File: src/rtl/mrt_pkg.sv
// Package: shared operation codes, routing enums and the decoded control word
// for the mixed-width register transfer unit.
package mrt_pkg;

    localparam int OP_W        = 5;
    localparam int SEL_ACC_BIT = 1;   // op_data bit picking the accumulator width flag
    localparam int SEL_IDX_BIT = 0;   // op_data bit picking the index width flag

    typedef enum logic [OP_W-1:0] {
        OP_NOP  = 5'd0,
        OP_A2X  = 5'd1,
        OP_A2Y  = 5'd2,
        OP_X2A  = 5'd3,
        OP_Y2A  = 5'd4,
        OP_S2X  = 5'd5,
        OP_X2S  = 5'd6,
        OP_X2Y  = 5'd7,
        OP_Y2X  = 5'd8,
        OP_C2D  = 5'd9,
        OP_D2C  = 5'd10,
        OP_C2S  = 5'd11,
        OP_S2C  = 5'd12,
        OP_SWAB = 5'd13,
        OP_MSWP = 5'd14,
        OP_LDA  = 5'd15,
        OP_LDX  = 5'd16,
        OP_LDY  = 5'd17,
        OP_WSET = 5'd18,
        OP_WCLR = 5'd19,
        OP_CSET = 5'd20,
        OP_CCLR = 5'd21
    } op_e;

    typedef enum logic [2:0] {
        SRC_C, SRC_X, SRC_Y, SRC_S, SRC_D, SRC_IMM, SRC_SWAP
    } src_e;

    // DST_A honours the accumulator width; DST_C always writes 16 bits.
    typedef enum logic [2:0] {
        DST_NONE, DST_A, DST_C, DST_X, DST_Y, DST_S, DST_D
    } dst_e;

    typedef struct packed {
        src_e src;
        dst_e dst;
        logic nz_en;
        logic n_low;
        logic w_set;
        logic w_clr;
        logic c_set;
        logic c_clr;
        logic mode_swap;
    } ctl_t;

endpackage

File: src/rtl/mrt_decode.sv
// Decoder: turns a strobed operation code into a control word.
// Assumes: an invalid strobe or an unknown code yields a word that changes nothing.
module mrt_decode
    import mrt_pkg::*;
(
    input  logic            op_valid,
    input  logic [OP_W-1:0] op_code,
    output ctl_t            ctl
);

    // Map each code to its source, destination and side effects.
    always_comb begin
        ctl           = '0;
        ctl.src       = SRC_C;
        ctl.dst       = DST_NONE;
        if (op_valid) begin
            case (op_code)
                OP_A2X:  begin ctl.src = SRC_C;    ctl.dst = DST_X; ctl.nz_en = 1'b1; end
                OP_A2Y:  begin ctl.src = SRC_C;    ctl.dst = DST_Y; ctl.nz_en = 1'b1; end
                OP_X2A:  begin ctl.src = SRC_X;    ctl.dst = DST_A; ctl.nz_en = 1'b1; end
                OP_Y2A:  begin ctl.src = SRC_Y;    ctl.dst = DST_A; ctl.nz_en = 1'b1; end
                OP_S2X:  begin ctl.src = SRC_S;    ctl.dst = DST_X; ctl.nz_en = 1'b1; end
                OP_X2S:  begin ctl.src = SRC_X;    ctl.dst = DST_S; end
                OP_X2Y:  begin ctl.src = SRC_X;    ctl.dst = DST_Y; ctl.nz_en = 1'b1; end
                OP_Y2X:  begin ctl.src = SRC_Y;    ctl.dst = DST_X; ctl.nz_en = 1'b1; end
                OP_C2D:  begin ctl.src = SRC_C;    ctl.dst = DST_D; ctl.nz_en = 1'b1; end
                OP_D2C:  begin ctl.src = SRC_D;    ctl.dst = DST_C; ctl.nz_en = 1'b1; end
                OP_C2S:  begin ctl.src = SRC_C;    ctl.dst = DST_S; ctl.nz_en = 1'b1; end
                OP_S2C:  begin ctl.src = SRC_S;    ctl.dst = DST_C; ctl.nz_en = 1'b1; end
                OP_SWAB: begin ctl.src = SRC_SWAP; ctl.dst = DST_C; ctl.nz_en = 1'b1;
                               ctl.n_low = 1'b1; end
                OP_MSWP: ctl.mode_swap = 1'b1;
                OP_LDA:  begin ctl.src = SRC_IMM;  ctl.dst = DST_A; ctl.nz_en = 1'b1; end
                OP_LDX:  begin ctl.src = SRC_IMM;  ctl.dst = DST_X; ctl.nz_en = 1'b1; end
                OP_LDY:  begin ctl.src = SRC_IMM;  ctl.dst = DST_Y; ctl.nz_en = 1'b1; end
                OP_WSET: ctl.w_set = 1'b1;
                OP_WCLR: ctl.w_clr = 1'b1;
                OP_CSET: ctl.c_set = 1'b1;
                OP_CCLR: ctl.c_clr = 1'b1;
                default: ;
            endcase
        end
    end

endmodule

File: src/rtl/mrt_datapath.sv
// Datapath: selects the source value and forms every register's next value.
// Assumes: writes use the current widths; the next-cycle width and emulation
// flags then mask the index upper bytes and the stack page.
module mrt_datapath
    import mrt_pkg::*;
#(
    parameter int               BYTE_W     = 8,
    parameter logic [BYTE_W-1:0] STACK_PAGE = 'd1
) (
    input  ctl_t                  ctl,
    input  logic [2*BYTE_W-1:0]   imm,
    input  logic [2*BYTE_W-1:0]   acc_q,
    input  logic [2*BYTE_W-1:0]   x_q,
    input  logic [2*BYTE_W-1:0]   y_q,
    input  logic [2*BYTE_W-1:0]   s_q,
    input  logic [2*BYTE_W-1:0]   d_q,
    input  logic                  acc8_q,
    input  logic                  idx8_q,
    input  logic                  idx8_nx,
    input  logic                  emu_nx,
    output logic [2*BYTE_W-1:0]   acc_nx,
    output logic [2*BYTE_W-1:0]   x_nx,
    output logic [2*BYTE_W-1:0]   y_nx,
    output logic [2*BYTE_W-1:0]   s_nx,
    output logic [2*BYTE_W-1:0]   d_nx,
    output logic [2*BYTE_W-1:0]   nz_val,
    output logic                  nz_wide
);

    localparam int WORD_W  = 2 * BYTE_W;
    localparam int NUM_IDX = 2;

    logic [WORD_W-1:0] src_val;
    logic [WORD_W-1:0] idx_q  [NUM_IDX];
    logic [WORD_W-1:0] idx_nx [NUM_IDX];
    logic [WORD_W-1:0] s_wr;

    // Source selection.
    always_comb begin
        case (ctl.src)
            SRC_C:    src_val = acc_q;
            SRC_X:    src_val = x_q;
            SRC_Y:    src_val = y_q;
            SRC_S:    src_val = s_q;
            SRC_D:    src_val = d_q;
            SRC_IMM:  src_val = imm;
            SRC_SWAP: src_val = {acc_q[BYTE_W-1:0], acc_q[WORD_W-1:BYTE_W]};
            default:  src_val = acc_q;
        endcase
    end

    // Accumulator write: low byte only when narrow, unless forced to 16 bits.
    always_comb begin
        acc_nx = acc_q;
        if (ctl.dst == DST_C)
            acc_nx = src_val;
        else if (ctl.dst == DST_A)
            acc_nx = acc8_q ? {acc_q[WORD_W-1:BYTE_W], src_val[BYTE_W-1:0]} : src_val;
    end

    assign idx_q[0] = x_q;
    assign idx_q[1] = y_q;

    // Index registers: same width rule for X and Y, upper byte zeroed when narrow.
    for (genvar gi = 0; gi < NUM_IDX; gi++) begin : g_idx
        localparam dst_e MY_DST = (gi == 0) ? DST_X : DST_Y;
        logic [WORD_W-1:0] wr;

        // Write then mask against the next-cycle index width.
        always_comb begin
            wr = idx_q[gi];
            if (ctl.dst == MY_DST)
                wr = idx8_q ? {{BYTE_W{1'b0}}, src_val[BYTE_W-1:0]} : src_val;
            idx_nx[gi] = idx8_nx ? {{BYTE_W{1'b0}}, wr[BYTE_W-1:0]} : wr;
        end
    end

    assign x_nx = idx_nx[0];
    assign y_nx = idx_nx[1];

    // Stack pointer: full write, page forced while emulating.
    always_comb begin
        s_wr = (ctl.dst == DST_S) ? src_val : s_q;
        s_nx = emu_nx ? {STACK_PAGE, s_wr[BYTE_W-1:0]} : s_wr;
    end

    // Direct-page base: always a full 16-bit write.
    assign d_nx = (ctl.dst == DST_D) ? src_val : d_q;

    // Flag source: the moved value, judged at the destination's width.
    always_comb begin
        nz_val = src_val;
        case (ctl.dst)
            DST_A:        nz_wide = !acc8_q;
            DST_X, DST_Y: nz_wide = !idx8_q;
            default:      nz_wide = 1'b1;
        endcase
        if (ctl.n_low)
            nz_wide = !acc8_q;
    end

endmodule

File: src/rtl/mrt_flag_eval.sv
// Flag evaluator: negative and zero of a value at byte or word width.
// Assumes: n_low forces the sign from bit BYTE_W-1 whatever the width.
module mrt_flag_eval #(
    parameter int BYTE_W = 8
) (
    input  logic [2*BYTE_W-1:0] val,
    input  logic                wide,
    input  logic                n_low,
    output logic                neg,
    output logic                zero
);

    localparam int WORD_W = 2 * BYTE_W;

    // Sign and zero test at the chosen width.
    always_comb begin
        neg  = (wide && !n_low) ? val[WORD_W-1] : val[BYTE_W-1];
        zero = wide ? (val == '0) : (val[BYTE_W-1:0] == '0);
    end

endmodule

File: src/rtl/mrt_unit.sv
// Top: register set with mixed-width transfers, byte swap, loads and mode control.
// Assumes: one operation per cycle, each retiring at the next rising edge;
// synchronous active-low reset.
module mrt_unit
    import mrt_pkg::*;
#(
    parameter int                BYTE_W     = 8,
    parameter logic [BYTE_W-1:0] STACK_PAGE = 'd1
) (
    input  logic                clk,
    input  logic                rst_n,
    input  logic                op_valid,
    input  logic [OP_W-1:0]     op_code,
    input  logic [2*BYTE_W-1:0] op_data,
    output logic [2*BYTE_W-1:0] acc_out,
    output logic [2*BYTE_W-1:0] idx_x_out,
    output logic [2*BYTE_W-1:0] idx_y_out,
    output logic [2*BYTE_W-1:0] stack_out,
    output logic [2*BYTE_W-1:0] dpage_out,
    output logic                flag_neg,
    output logic                flag_zero,
    output logic                flag_carry,
    output logic                flag_acc8,
    output logic                flag_idx8,
    output logic                flag_emu
);

    localparam int WORD_W = 2 * BYTE_W;
    localparam logic [WORD_W-1:0] RST_STACK = {STACK_PAGE, {BYTE_W{1'b1}}};

    ctl_t              ctl;
    logic [WORD_W-1:0] acc_q, x_q, y_q, s_q, d_q;
    logic [WORD_W-1:0] acc_nx, x_nx, y_nx, s_nx, d_nx, nz_val;
    logic              nz_wide, n_new, z_new;
    logic              neg_q, zero_q, carry_q, acc8_q, idx8_q, emu_q;
    logic              carry_nx, acc8_nx, idx8_nx, emu_nx;

    mrt_decode u_decode (
        .op_valid (op_valid),
        .op_code  (op_code),
        .ctl      (ctl)
    );

    // Mode flags: swap carry with emulation, apply width masks, force narrow in emulation.
    always_comb begin
        emu_nx   = ctl.mode_swap ? carry_q : emu_q;
        carry_nx = carry_q;
        if (ctl.mode_swap)  carry_nx = emu_q;
        else if (ctl.c_set) carry_nx = 1'b1;
        else if (ctl.c_clr) carry_nx = 1'b0;

        acc8_nx = acc8_q;
        idx8_nx = idx8_q;
        if (ctl.w_set) begin
            acc8_nx = acc8_q | op_data[SEL_ACC_BIT];
            idx8_nx = idx8_q | op_data[SEL_IDX_BIT];
        end else if (ctl.w_clr) begin
            acc8_nx = acc8_q & ~op_data[SEL_ACC_BIT];
            idx8_nx = idx8_q & ~op_data[SEL_IDX_BIT];
        end
        if (emu_nx) begin
            acc8_nx = 1'b1;
            idx8_nx = 1'b1;
        end
    end

    mrt_datapath #(
        .BYTE_W     (BYTE_W),
        .STACK_PAGE (STACK_PAGE)
    ) u_datapath (
        .ctl     (ctl),
        .imm     (op_data),
        .acc_q   (acc_q),
        .x_q     (x_q),
        .y_q     (y_q),
        .s_q     (s_q),
        .d_q     (d_q),
        .acc8_q  (acc8_q),
        .idx8_q  (idx8_q),
        .idx8_nx (idx8_nx),
        .emu_nx  (emu_nx),
        .acc_nx  (acc_nx),
        .x_nx    (x_nx),
        .y_nx    (y_nx),
        .s_nx    (s_nx),
        .d_nx    (d_nx),
        .nz_val  (nz_val),
        .nz_wide (nz_wide)
    );

    mrt_flag_eval #(
        .BYTE_W (BYTE_W)
    ) u_flags (
        .val   (nz_val),
        .wide  (nz_wide),
        .n_low (ctl.n_low),
        .neg   (n_new),
        .zero  (z_new)
    );

    // Register state update with synchronous reset.
    always_ff @(posedge clk) begin
        if (!rst_n) begin
            acc_q   <= '0;
            x_q     <= '0;
            y_q     <= '0;
            s_q     <= RST_STACK;
            d_q     <= '0;
            neg_q   <= 1'b0;
            zero_q  <= 1'b0;
            carry_q <= 1'b0;
            acc8_q  <= 1'b1;
            idx8_q  <= 1'b1;
            emu_q   <= 1'b1;
        end else begin
            acc_q   <= acc_nx;
            x_q     <= x_nx;
            y_q     <= y_nx;
            s_q     <= s_nx;
            d_q     <= d_nx;
            carry_q <= carry_nx;
            acc8_q  <= acc8_nx;
            idx8_q  <= idx8_nx;
            emu_q   <= emu_nx;
            if (ctl.nz_en) begin
                neg_q  <= n_new;
                zero_q <= z_new;
            end
        end
    end

    assign acc_out    = acc_q;
    assign idx_x_out  = x_q;
    assign idx_y_out  = y_q;
    assign stack_out  = s_q;
    assign dpage_out  = d_q;
    assign flag_neg   = neg_q;
    assign flag_zero  = zero_q;
    assign flag_carry = carry_q;
    assign flag_acc8  = acc8_q;
    assign flag_idx8  = idx8_q;
    assign flag_emu   = emu_q;

endmodule

File: config.mk
export PLATFORM = sky130hd
export DESIGN_NAME = mrt_unit
export DESIGN_NICKNAME = d
export VERILOG_FILES = /design/src/rtl/mrt_pkg.sv /design/src/rtl/mrt_decode.sv /design/src/rtl/mrt_datapath.sv /design/src/rtl/mrt_flag_eval.sv /design/src/rtl/mrt_unit.sv
export SDC_FILE = /design/constraint.sdc
export NUM_CORES = 1
export LEC_CHECK = 0
export ABC_CLOCK_PERIOD_IN_PS = 2400
export BUFFER_PORTS_ARGS = -buffer_cell sky130_fd_sc_hd__buf_2
export CAP_MARGIN = 0
export CORE_ASPECT_RATIO = 0.8
export CORE_UTILIZATION = 41
export CTS_CLUSTER_SIZE = 40
export DETAILED_ROUTE_END_ITERATION = 6
export PLACE_DENSITY_LB_ADDON = 0.25
export SLEW_MARGIN = 10
export SYNTH_ARGS = -nofsm -noshare
export SYNTH_HDL_FRONTEND = slang
export SYNTH_SLANG_ARGS = --single-unit
File: constraint.sdc
create_clock -name clk -period 2.4 [get_ports clk]
set_clock_uncertainty 0.2 [all_clocks]
set_input_delay 0.36 -clock clk [delete_from_list [all_inputs] [get_ports clk]]
set_output_delay 0.36 -clock clk [all_outputs]
set_load 0.01 [all_outputs]
==> flow_summary.json, run 1 <==
{
  "status": "finished, final reports clean",
  "drv_slew": 0,
  "fmax_ghz": 0.445,
  "synthFlopType": "dfxtp_1",
  "totalPowerFinal_mw": 3.37,
  "htree_levels": 3,
  "vdd_drop_max_mv": 0.449,
  "swShare_pct": 26.5,
  "maxCapViolCount": 0,
  "via_per_inst": 5.89,
  "end_kind": "flip-flop",
  "seq_power_share_pct": 44.3,
  "fin_crit_sh_pct": 93.6,
  "cts-resized-gates": 0,
  "layout.nets": 680,
  "drt-total-wl_um": 15300,
  "synth-edff-count": 0,
  "syn_nets": 509,
  "syn-mean-instance-area_um2": 8.66,
  "grt_max_degree": 51,
  "design_area_um2": 5790,
  "p_leak_nw": 2.41,
  "synth_seq_area_share_pct": 41.0,
  "start_util_pct": 42.8,
  "dp_hpwl_um": 11500,
  "clockRootBuffer": "clkbuf_16",
  "min_period_ns": 2.25,
  "grt_pass1_wl_um": 24500,
  "clkPwrFrac_pct": 42.4,
  "die_area_um2": 10600,
  "die_width_um": 115,
  "finalSetupViolCount": 0,
  "tns_ns": 0,
  "grt_use_total_pct": 30.4,
  "netlist_area_um2": 4200,
  "coreArea_um2": 9810,
  "worst_pin_slew_ns": 0.562,
  "drtIter0Drc": 411,
  "stdcell_count": 797,
  "layout-area-overhead-vs-synth_pct": 37.8,
  "clock_latency_ns": 0.34,
  "drcViolationCount": 0,
  "cp-start-kind": "input pin",
  "max_stage_delay_ns": 0.35,
  "cp.required_ns": 2.45,
  "grt-ovfl-total": 0,
  "io_pins": 110,
  "postCtsSetupRepairBufs": 0,
  "die_h_um": 92.5,
  "firstDrtPassIters": 5,
  "hold_violations": 0,
  "criticalPathCategory": "input pin to flip-flop",
  "cp_slowest_cell": "a222oi_1",
  "num_vias": 4695,
  "clockBufferDepth": 2,
  "slew_headroom_pct": 62.5,
  "p_switching_mw": 0.893,
  "final_antenna_net_count": 0,
  "grt_pass1_vias": 4461,
  "clkTransAtPathRegs_ns": 0.07,
  "critPathMaxFanout": 16,
  "yosysWarningCount": 0,
  "cts_tree": "done",
  "gp_congestion": 0.962,
  "synth.distinct_cells": 59,
  "power.density_nw_per_um2": 582,
  "rsz0062_at_grt": "no",
  "wl_per_cell_um": 19.2,
  "p_int_mw": 2.48,
  "syn_inst": 485,
  "place_area_um2": 5480,
  "cts.sinks": 86,
  "async_flop_share_pct": 0,
  "hold_path_class": "input pin to flip-flop",
  "synth-seq-cells": 86,
  "cts_buffers": 9,
  "comb_power_share_pct": 13.3,
  "num_antenna_cells": 0,
  "dp.cells": 781,
  "fillCellCount": 860,
  "cts_hold_buf": 0,
  "rows": 32,
  "crit_arrival_ns": 2.30,
  "crit_family": "compound AO/OA/AOI/OAI gates",
  "drive_above_1_share_pct": 35.6,
  "port-buffer-count": 109,
  "antenna_found_initial": 0,
  "path_buf_inv": 2,
  "crit_chain": "buf_2 -> xnor2_1 -> nor4b_4 -> buf_12 -> a222oi_1 -> nand3_1 -> nor4_2 -> a31oi_1 -> o31ai_1"
}
worst register-to-register path, cell delays in order, from the launching register on:
cell	delay (ns)
dfxtp_1	0.39
a22o_1	0.24
a211o_1	0.30
nor4_2	0.23
a31oi_1	0.12
o31ai_1	0.24
sequential cells by signal, indices dropped and copies added (netlist names), named ones only:
register    flops
flag_idx8       1
idx_x_out      16
idx_y_out      16
acc_out        16
stack_out      16
flag_emu        1
dpage_out      16
flag_neg        1
flag_zero       1
flag_carry      1
metrics by stage:
stage	util, %	hold slack, ns	worst slack [ns]
final	59.0	0.144	0.155
after global routing	59.0	0.181	0.0338
after CTS	58.9	0.140	0.131
after detailed placement	55.8	0.281	-0.195
after global placement	55.8	0.262	-0.110
after floorplan	-	0.289	0.0690
cell usage in the layout, fill, tap and decap left out, types with 12 or more instances in the layout:
| cell | Yosys | final |
|---|---|---|
| a211oi_1 | 57 | 57 |
| nand2_1 | 40 | 40 |
| a21oi_1 | 35 | 35 |
| a222oi_1 | 12 | 12 |
| a22oi_1 | 17 | 17 |
| buf_2 | 13 | 109 |
| dfxtp_1 | 86 | 86 |
| nand3_1 | 21 | 21 |
| nor2_1 | 61 | 61 |
| buf_4 | 2 | 85 |
| or3_1 | 16 | 16 |
synth_stat cells (all sizes together), types with 3 or more instances:
cell type	number	area, um^2
inv	4	15.0
a211oi	57	428
o21ai	5	25.0
o211ai	8	60.1
a22oi	17	128
buf	20	136
a221oi	5	75.1
o2111ai	3	26.3
nand4	6	37.5
nand2b	3	18.8
and3	5	41.3
nor2b	10	65.1
nor4	4	40.0
nor4b	3	41.3
a21boi	3	22.5
a222oi	12	120
nor2	61	229
clkbuf	21	78.8
nor3b	4	40.0
xnor2	3	26.3
or3	16	100
a22o	3	26.3
dfxtp	86	1720
o2bb2ai	4	41.3
a21oi	36	191
nand3	21	105
nand2	40	150
worst paths after layout:
kind / slack [ns] / from / to / cells after the start
worst min-delay path: 0.14 / op_data[2] / flag_zero / 4
worst max-delay path: 0.15 / op_code[0] / flag_zero / 9
worst min register to register: 0.28 / idx_x_out[13] / idx_x_out[13] / 2
worst max register to register: 0.60 / acc_out[5] / flag_zero / 5
power groups by stage:
stage | clock (mW) | sequential [mW] | combinational [mW]
6_report | 1.43 | 1.49 | 0.449
5_1_grt | 1.51 | 1.50 | 0.486
4_1_cts | 1.45 | 1.49 | 0.444
3_5_place_dp | 0 | 1.52 | 0.441
3_3_place_gp | 0 | 1.52 | 0.436
2_1_floorplan | 0 | 1.53 | 0.213
final cells by class:
cell class / instances / area, um^2 / area share (%)
flip-flops and latches: 86 / 1720 / 29.8
well taps: 136 / 170 / 2.94
clock buffers: 9 / 225 / 3.89
repair buffers: 201 / 1320 / 22.9
multi-input cells: 353 / 2250 / 38.9
clock inverters: 7 / 77.6 / 1.34
inverters: 5 / 18.8 / 0.324
per-layer routing:
metal	global-route usage [%]	share of wire (%)	vias up
met3	7.98	9.5	14
met4	8.87	1.4	0
met2	47.4	46	257
li1	-	-	2189
met5	0	0	-
met1	41.1	44	2235
kinds of logic after synthesis:
kind of cell	Yosys count	synth area share, %
and+or+nand+nor	182	22.2
AOI/OAI and AO/OA	166	30.0
DFF	86	41.0
buffers and inverters	46	5.57
xor gates and xnor gates	3	0.626
muxes	2	0.507
Note: power is estimated with default switching activity, not from simulation.
==> run 2, diff against run 1 <==
--- a/config.mk
+++ b/config.mk
@@ -9,7 +9,7 @@
 export BUFFER_PORTS_ARGS = -buffer_cell sky130_fd_sc_hd__buf_2
 export CAP_MARGIN = 0
 export CORE_ASPECT_RATIO = 0.8
-export CORE_UTILIZATION = 41
+export CORE_UTILIZATION = 35
 export CTS_CLUSTER_SIZE = 40
 export DETAILED_ROUTE_END_ITERATION = 6
 export PLACE_DENSITY_LB_ADDON = 0.25
==> run 2 against run 1 <==
  * Core utilization decreased by 8.5 points
  * Global-route usage decreased by 5.6 points
  * Combinational power about the same
  * Critical endpoint unchanged
  * Largest cell class unchanged
==> flow_summary.json, run 2 (synthesis gave the netlist of run 1 again) <==
{
  "status": "finished, final reports clean",
  "grt_pass1_vias": 4367,
  "power.density_nw_per_um2": 598,
  "layout_common_cells": "buf_2 (109), dfxtp_1 (86), buf_4 (83)",
  "drcViolationCount": 0,
  "firstDrtPassIters": 5,
  "drt-total-wl_um": 15500,
  "dp_hpwl_um": 11700,
  "cts.sinks": 86,
  "cp_slowest_cell": "a222oi_1",
  "worst_pin_slew_ns": 0.517,
  "clkPwrFrac_pct": 44.5,
  "vdd_drop_max_mv": 0.335,
  "die_width_um": 124,
  "htree_levels": 3,
  "cp.required_ns": 2.45,
  "via_per_inst": 5.71,
  "fin_crit_sh_pct": 93.8,
  "cts_tree": "done",
  "fillCellCount": 1091,
  "drive_above_1_share_pct": 35.4,
  "layout-area-overhead-vs-synth_pct": 39.5,
  "cp-start-kind": "input pin",
  "seq_power_share_pct": 42.6,
  "io_pins": 110,
  "port-buffer-count": 109,
  "p_switching_mw": 0.837,
  "criticalPathCategory": "input pin to flip-flop",
  "grt_use_total_pct": 24.8,
  "rsz0062_at_grt": "no",
  "p_int_mw": 2.67,
  "start_util_pct": 36.2,
  "cts_buffers": 9,
  "place_area_um2": 5520,
  "clock_latency_ns": 0.33,
  "crit_arrival_ns": 2.30,
  "slew_headroom_pct": 65.3,
  "stdcell_count": 807,
  "clkTransAtPathRegs_ns": 0.06,
  "min_period_ns": 2.25,
  "critPathMaxFanout": 15,
  "antenna_found_initial": 0,
  "die_area_um2": 12400,
  "clockBufferDepth": 2,
  "hold_violations": 0,
  "rows": 35,
  "wl_per_cell_um": 19.2,
  "fmax_ghz": 0.444,
  "p_leak_nw": 2.43,
  "layout.nets": 680,
  "coreArea_um2": 11600,
  "tns_ns": 0,
  "final_common_cell": "buf_2",
  "num_vias": 4605,
  "num_antenna_cells": 0,
  "path_buf_inv": 2,
  "end_kind": "flip-flop",
  "gp_congestion": 0.843,
  "drtIter0Drc": 347,
  "grt_max_degree": 35,
  "crit_family": "compound AO/OA/AOI/OAI gates",
  "grt_pass1_wl_um": 24100,
  "postCtsSetupRepairBufs": 0,
  "swShare_pct": 23.9,
  "hold_path_class": "input pin to flip-flop",
  "final_antenna_net_count": 0,
  "drv_slew": 0,
  "maxCapViolCount": 0,
  "clockRootBuffer": "clkbuf_16",
  "crit_chain": "buf_2 -> buf_4 -> nor2b_1 -> and3_4 -> a222oi_1 -> nand2_1 -> a221oi_2 -> nand3_1 -> o31ai_1",
  "dp.cells": 793,
  "grt-ovfl-total": 0,
  "max_stage_delay_ns": 0.35,
  "comb_power_share_pct": 12.9,
  "finalSetupViolCount": 0,
  "design_area_um2": 5860,
  "die_h_um": 100
}
-- run 2: through the flow --
step / setup WS (ns) / power, mW / hold WS [ns] / utilization [%]
after floorplan: 0.0690 / 1.74 / 0.289 / -
after global placement: -0.142 / 1.96 / 0.270 / 47.5
after detailed placement: -0.223 / 1.97 / 0.274 / 47.5
after CTS: 0.0952 / 3.51 / 0.187 / 50.4
after global routing: 0.00442 / 3.61 / 0.203 / 50.5
final: 0.149 / 3.50 / 0.185 / 50.5
-- run 2: routing by layer --
metal	vias up	share of wire [%]	global-route usage [%]
li1	2189	-	-
met1	2221	46	34.0
met2	179	46	40.4
met3	16	6.5	4.16
met4	0	1.3	6.77
met5	-	0	0
-- run 2: final timing paths --
path,start,endpoint,slack [ns],cells past startpoint
min,op_data[2],flag_zero,0.18,4
min reg2reg,idx_x_out[11],idx_x_out[11],0.28,2
max,op_code[2],flag_zero,0.15,9
max reg2reg,stack_out[12],flag_zero,0.57,5
-- run 2: cell type report --
class,instances,area [um^2],area share (%)
multi-input cells,353,2260,38.5
flip-flops and latches,86,1720,29.4
repair buffers,201,1350,23.0
clock buffers,10,229,3.91
well taps,148,185,3.16
clock inverters,4,97.6,1.67
inverters,5,18.8,0.320
-- run 2: tightest hold or removal path, cell delays in order --
cell	delay, ns
buf_2	0.09
a221oi_2	0.06
nand4_1	0.09
o31ai_1	0.07
-- run 2: power by group through the flow --
stage	Clock [mW]	Combinational, mW	Sequential, mW
2_1_floorplan	0	0.213	1.53
3_3_place_gp	0	0.441	1.52
3_5_place_dp	0	0.445	1.52
4_1_cts	1.57	0.447	1.49
5_1_grt	1.63	0.487	1.50
6_report	1.56	0.451	1.49
-- run 2: what timing repair did --
item	4_1_cts	5_1_grt
gates resized for setup	0	2
setup endpoints to repair	0	1
hold buffers	0	0
==> run 3, diff against run 2 <==
--- a/config.mk
+++ b/config.mk
@@ -8,7 +8,6 @@
 export ABC_CLOCK_PERIOD_IN_PS = 2400
 export BUFFER_PORTS_ARGS = -buffer_cell sky130_fd_sc_hd__buf_2
 export CAP_MARGIN = 0
-export CORE_ASPECT_RATIO = 0.8
 export CORE_UTILIZATION = 35
 export CTS_CLUSTER_SIZE = 40
 export DETAILED_ROUTE_END_ITERATION = 6
==> run 3 against run 2 <==
  * The run now ends with design-rule violations left
  * Non-clock buffer count up 5
  * Combinational power about the same
  * Sequential share of layout area down 0.088 points
  * Critical path depth up 1
  * Wire length up 1.8%
  * Die area about the same
  * Count of clock-buffer cells in the layout unchanged
  * Fmax down 3.0%
  * Critical path type unchanged
  * Largest power group unchanged
  * Highest routed layer unchanged
==> flow_summary.json, run 3 (synthesis gave the netlist of run 1 again) <==
{
  "grt_max_degree": 34,
  "crit_arrival_ns": 2.37,
  "hold_violations": 0,
  "die_width_um": 112,
  "dp_hpwl_um": 12000,
  "worst_pin_slew_ns": 0.613,
  "layout_common_cells": "buf_2 (109), buf_4 (90), dfxtp_1 (86)",
  "clockBufferDepth": 2,
  "drtIter0Drc": 381,
  "hold_path_class": "input pin to flip-flop",
  "min_period_ns": 2.32,
  "cts_tree": "done",
  "io_pins": 110,
  "design_area_um2": 5870,
  "end_kind": "flip-flop",
  "clkTransAtPathRegs_ns": 0.06,
  "grt_use_total_pct": 25.5,
  "layout-area-overhead-vs-synth_pct": 39.9,
  "num_antenna_cells": 0,
  "rsz0062_at_grt": "no",
  "drv_slew": 0,
  "fmax_ghz": 0.431,
  "die_area_um2": 12400,
  "htree_levels": 3,
  "power.density_nw_per_um2": 606,
  "slew_headroom_pct": 59.1,
  "vdd_drop_max_mv": 0.344,
  "cts_buffers": 9,
  "maxCapViolCount": 0,
  "grt_pass1_wl_um": 24300,
  "final_antenna_net_count": 0,
  "rows": 39,
  "violations": "design-rule violations",
  "clock_latency_ns": 0.34,
  "firstDrtPassIters": 7,
  "num_vias": 4579,
  "place_area_um2": 5520,
  "cp.required_ns": 2.45,
  "drcViolationCount": 6,
  "wl_per_cell_um": 19.5,
  "totalPowerFinal_mw": 3.56,
  "start_util_pct": 36.3,
  "criticalPathCategory": "input pin to flip-flop",
  "p_leak_nw": 2.46,
  "postCtsSetupRepairBufs": 0,
  "drive_above_1_share_pct": 36.0,
  "critPathMaxFanout": 7,
  "status": "complete, but fails checks",
  "finalSetupViolCount": 0,
  "fin_crit_sh_pct": 96.7,
  "die_h_um": 112,
  "clockRootBuffer": "clkbuf_16",
  "via_per_inst": 5.66,
  "drt-total-wl_um": 15800,
  "gp_congestion": 0.878,
  "grt_pass1_vias": 4420,
  "antenna_found_initial": 0,
  "coreArea_um2": 11600,
  "layout.nets": 685,
  "grt-ovfl-total": 0,
  "final_common_cell": "buf_2",
  "cts.sinks": 86,
  "cp-start-kind": "input pin",
  "port-buffer-count": 109
}
## run 3: changes by cell type in the layout (fill, tap and decap cells not counted), sizes merged
cell,before,now
buf,201,206
clkinvlp,1,0
clkinv,1,4
## run 3: routing by layer
| layer | track usage, % | up-vias | wire (um) |
|---|---|---|---|
| met5 | 0 | - | 0 |
| met4 | 9.37 | 0 | 380 |
| met3 | 4.25 | 28 | 987 |
| met2 | 43.1 | 179 | 7630 |
| met1 | 32.5 | 2182 | 6790 |
| li1 | - | 2190 | - |
## run 3: final timing paths
kind | startpoint | end | slack (ns) | cells past startpoint
worst min register to register | idx_y_out[11] | idx_y_out[11] | 0.28 | 2
worst min-delay path | op_data[2] | flag_zero | 0.19 | 4
worst max register to register | stack_out[12] | flag_zero | 0.50 | 6
worst max-delay path | op_code[0] | flag_zero | 0.08 | 10
## run 3: final cells by class
type | count | area, um^2
flip-flops and latches | 86 | 1720
clock buffers | 10 | 239
fillers | 1091 | 5690
multi-input cells | 353 | 2250
inverters | 5 | 18.8
well taps | 143 | 179
repair buffers | 206 | 1360
clock inverters | 6 | 109
## run 3: critical path, cell delays in order
cell and delay [ns]:
buf_2 0.13, buf_12 0.13, buf_4 0.15, nor3b_2 0.33, nor2_1 0.10, a21oi_2 0.24, a21oi_4 0.11, a221oi_2 0.40
nand3_1 0.16, o31ai_1 0.26
## run 3: metrics by stage
step / setup TNS, ns / hold WS [ns] / setup WS, ns / instances / util, %
3_3_place_gp: -9.20 / 0.283 / -0.267 / 793 / 47.8
3_5_place_dp: -12.23 / 0.283 / -0.327 / 793 / 47.8
4_1_cts: 0 / 0.198 / 0.0145 / 809 / 50.8
6_report: 0 / 0.194 / 0.0803 / 809 / 50.8
5_1_grt: 0 / 0.204 / 0.00622 / 809 / 50.8
2_1_floorplan: 0 / 0.289 / 0.0690 / 485 / -
## run 3: report_power, final
| part | internal, mW | switching [mW] |
|---|---|---|
| Sequential | 1.46 | 0.0364 |
| Combinational | 0.202 | 0.247 |
| Clock | 1.04 | 0.572 |
| Total | 2.70 | 0.856 |
## run 3: timing repair
item	4_1_cts	5_1_grt
hold buffers	0	0
resized for setup	0	1
endpoints found under the setup margin	0	1
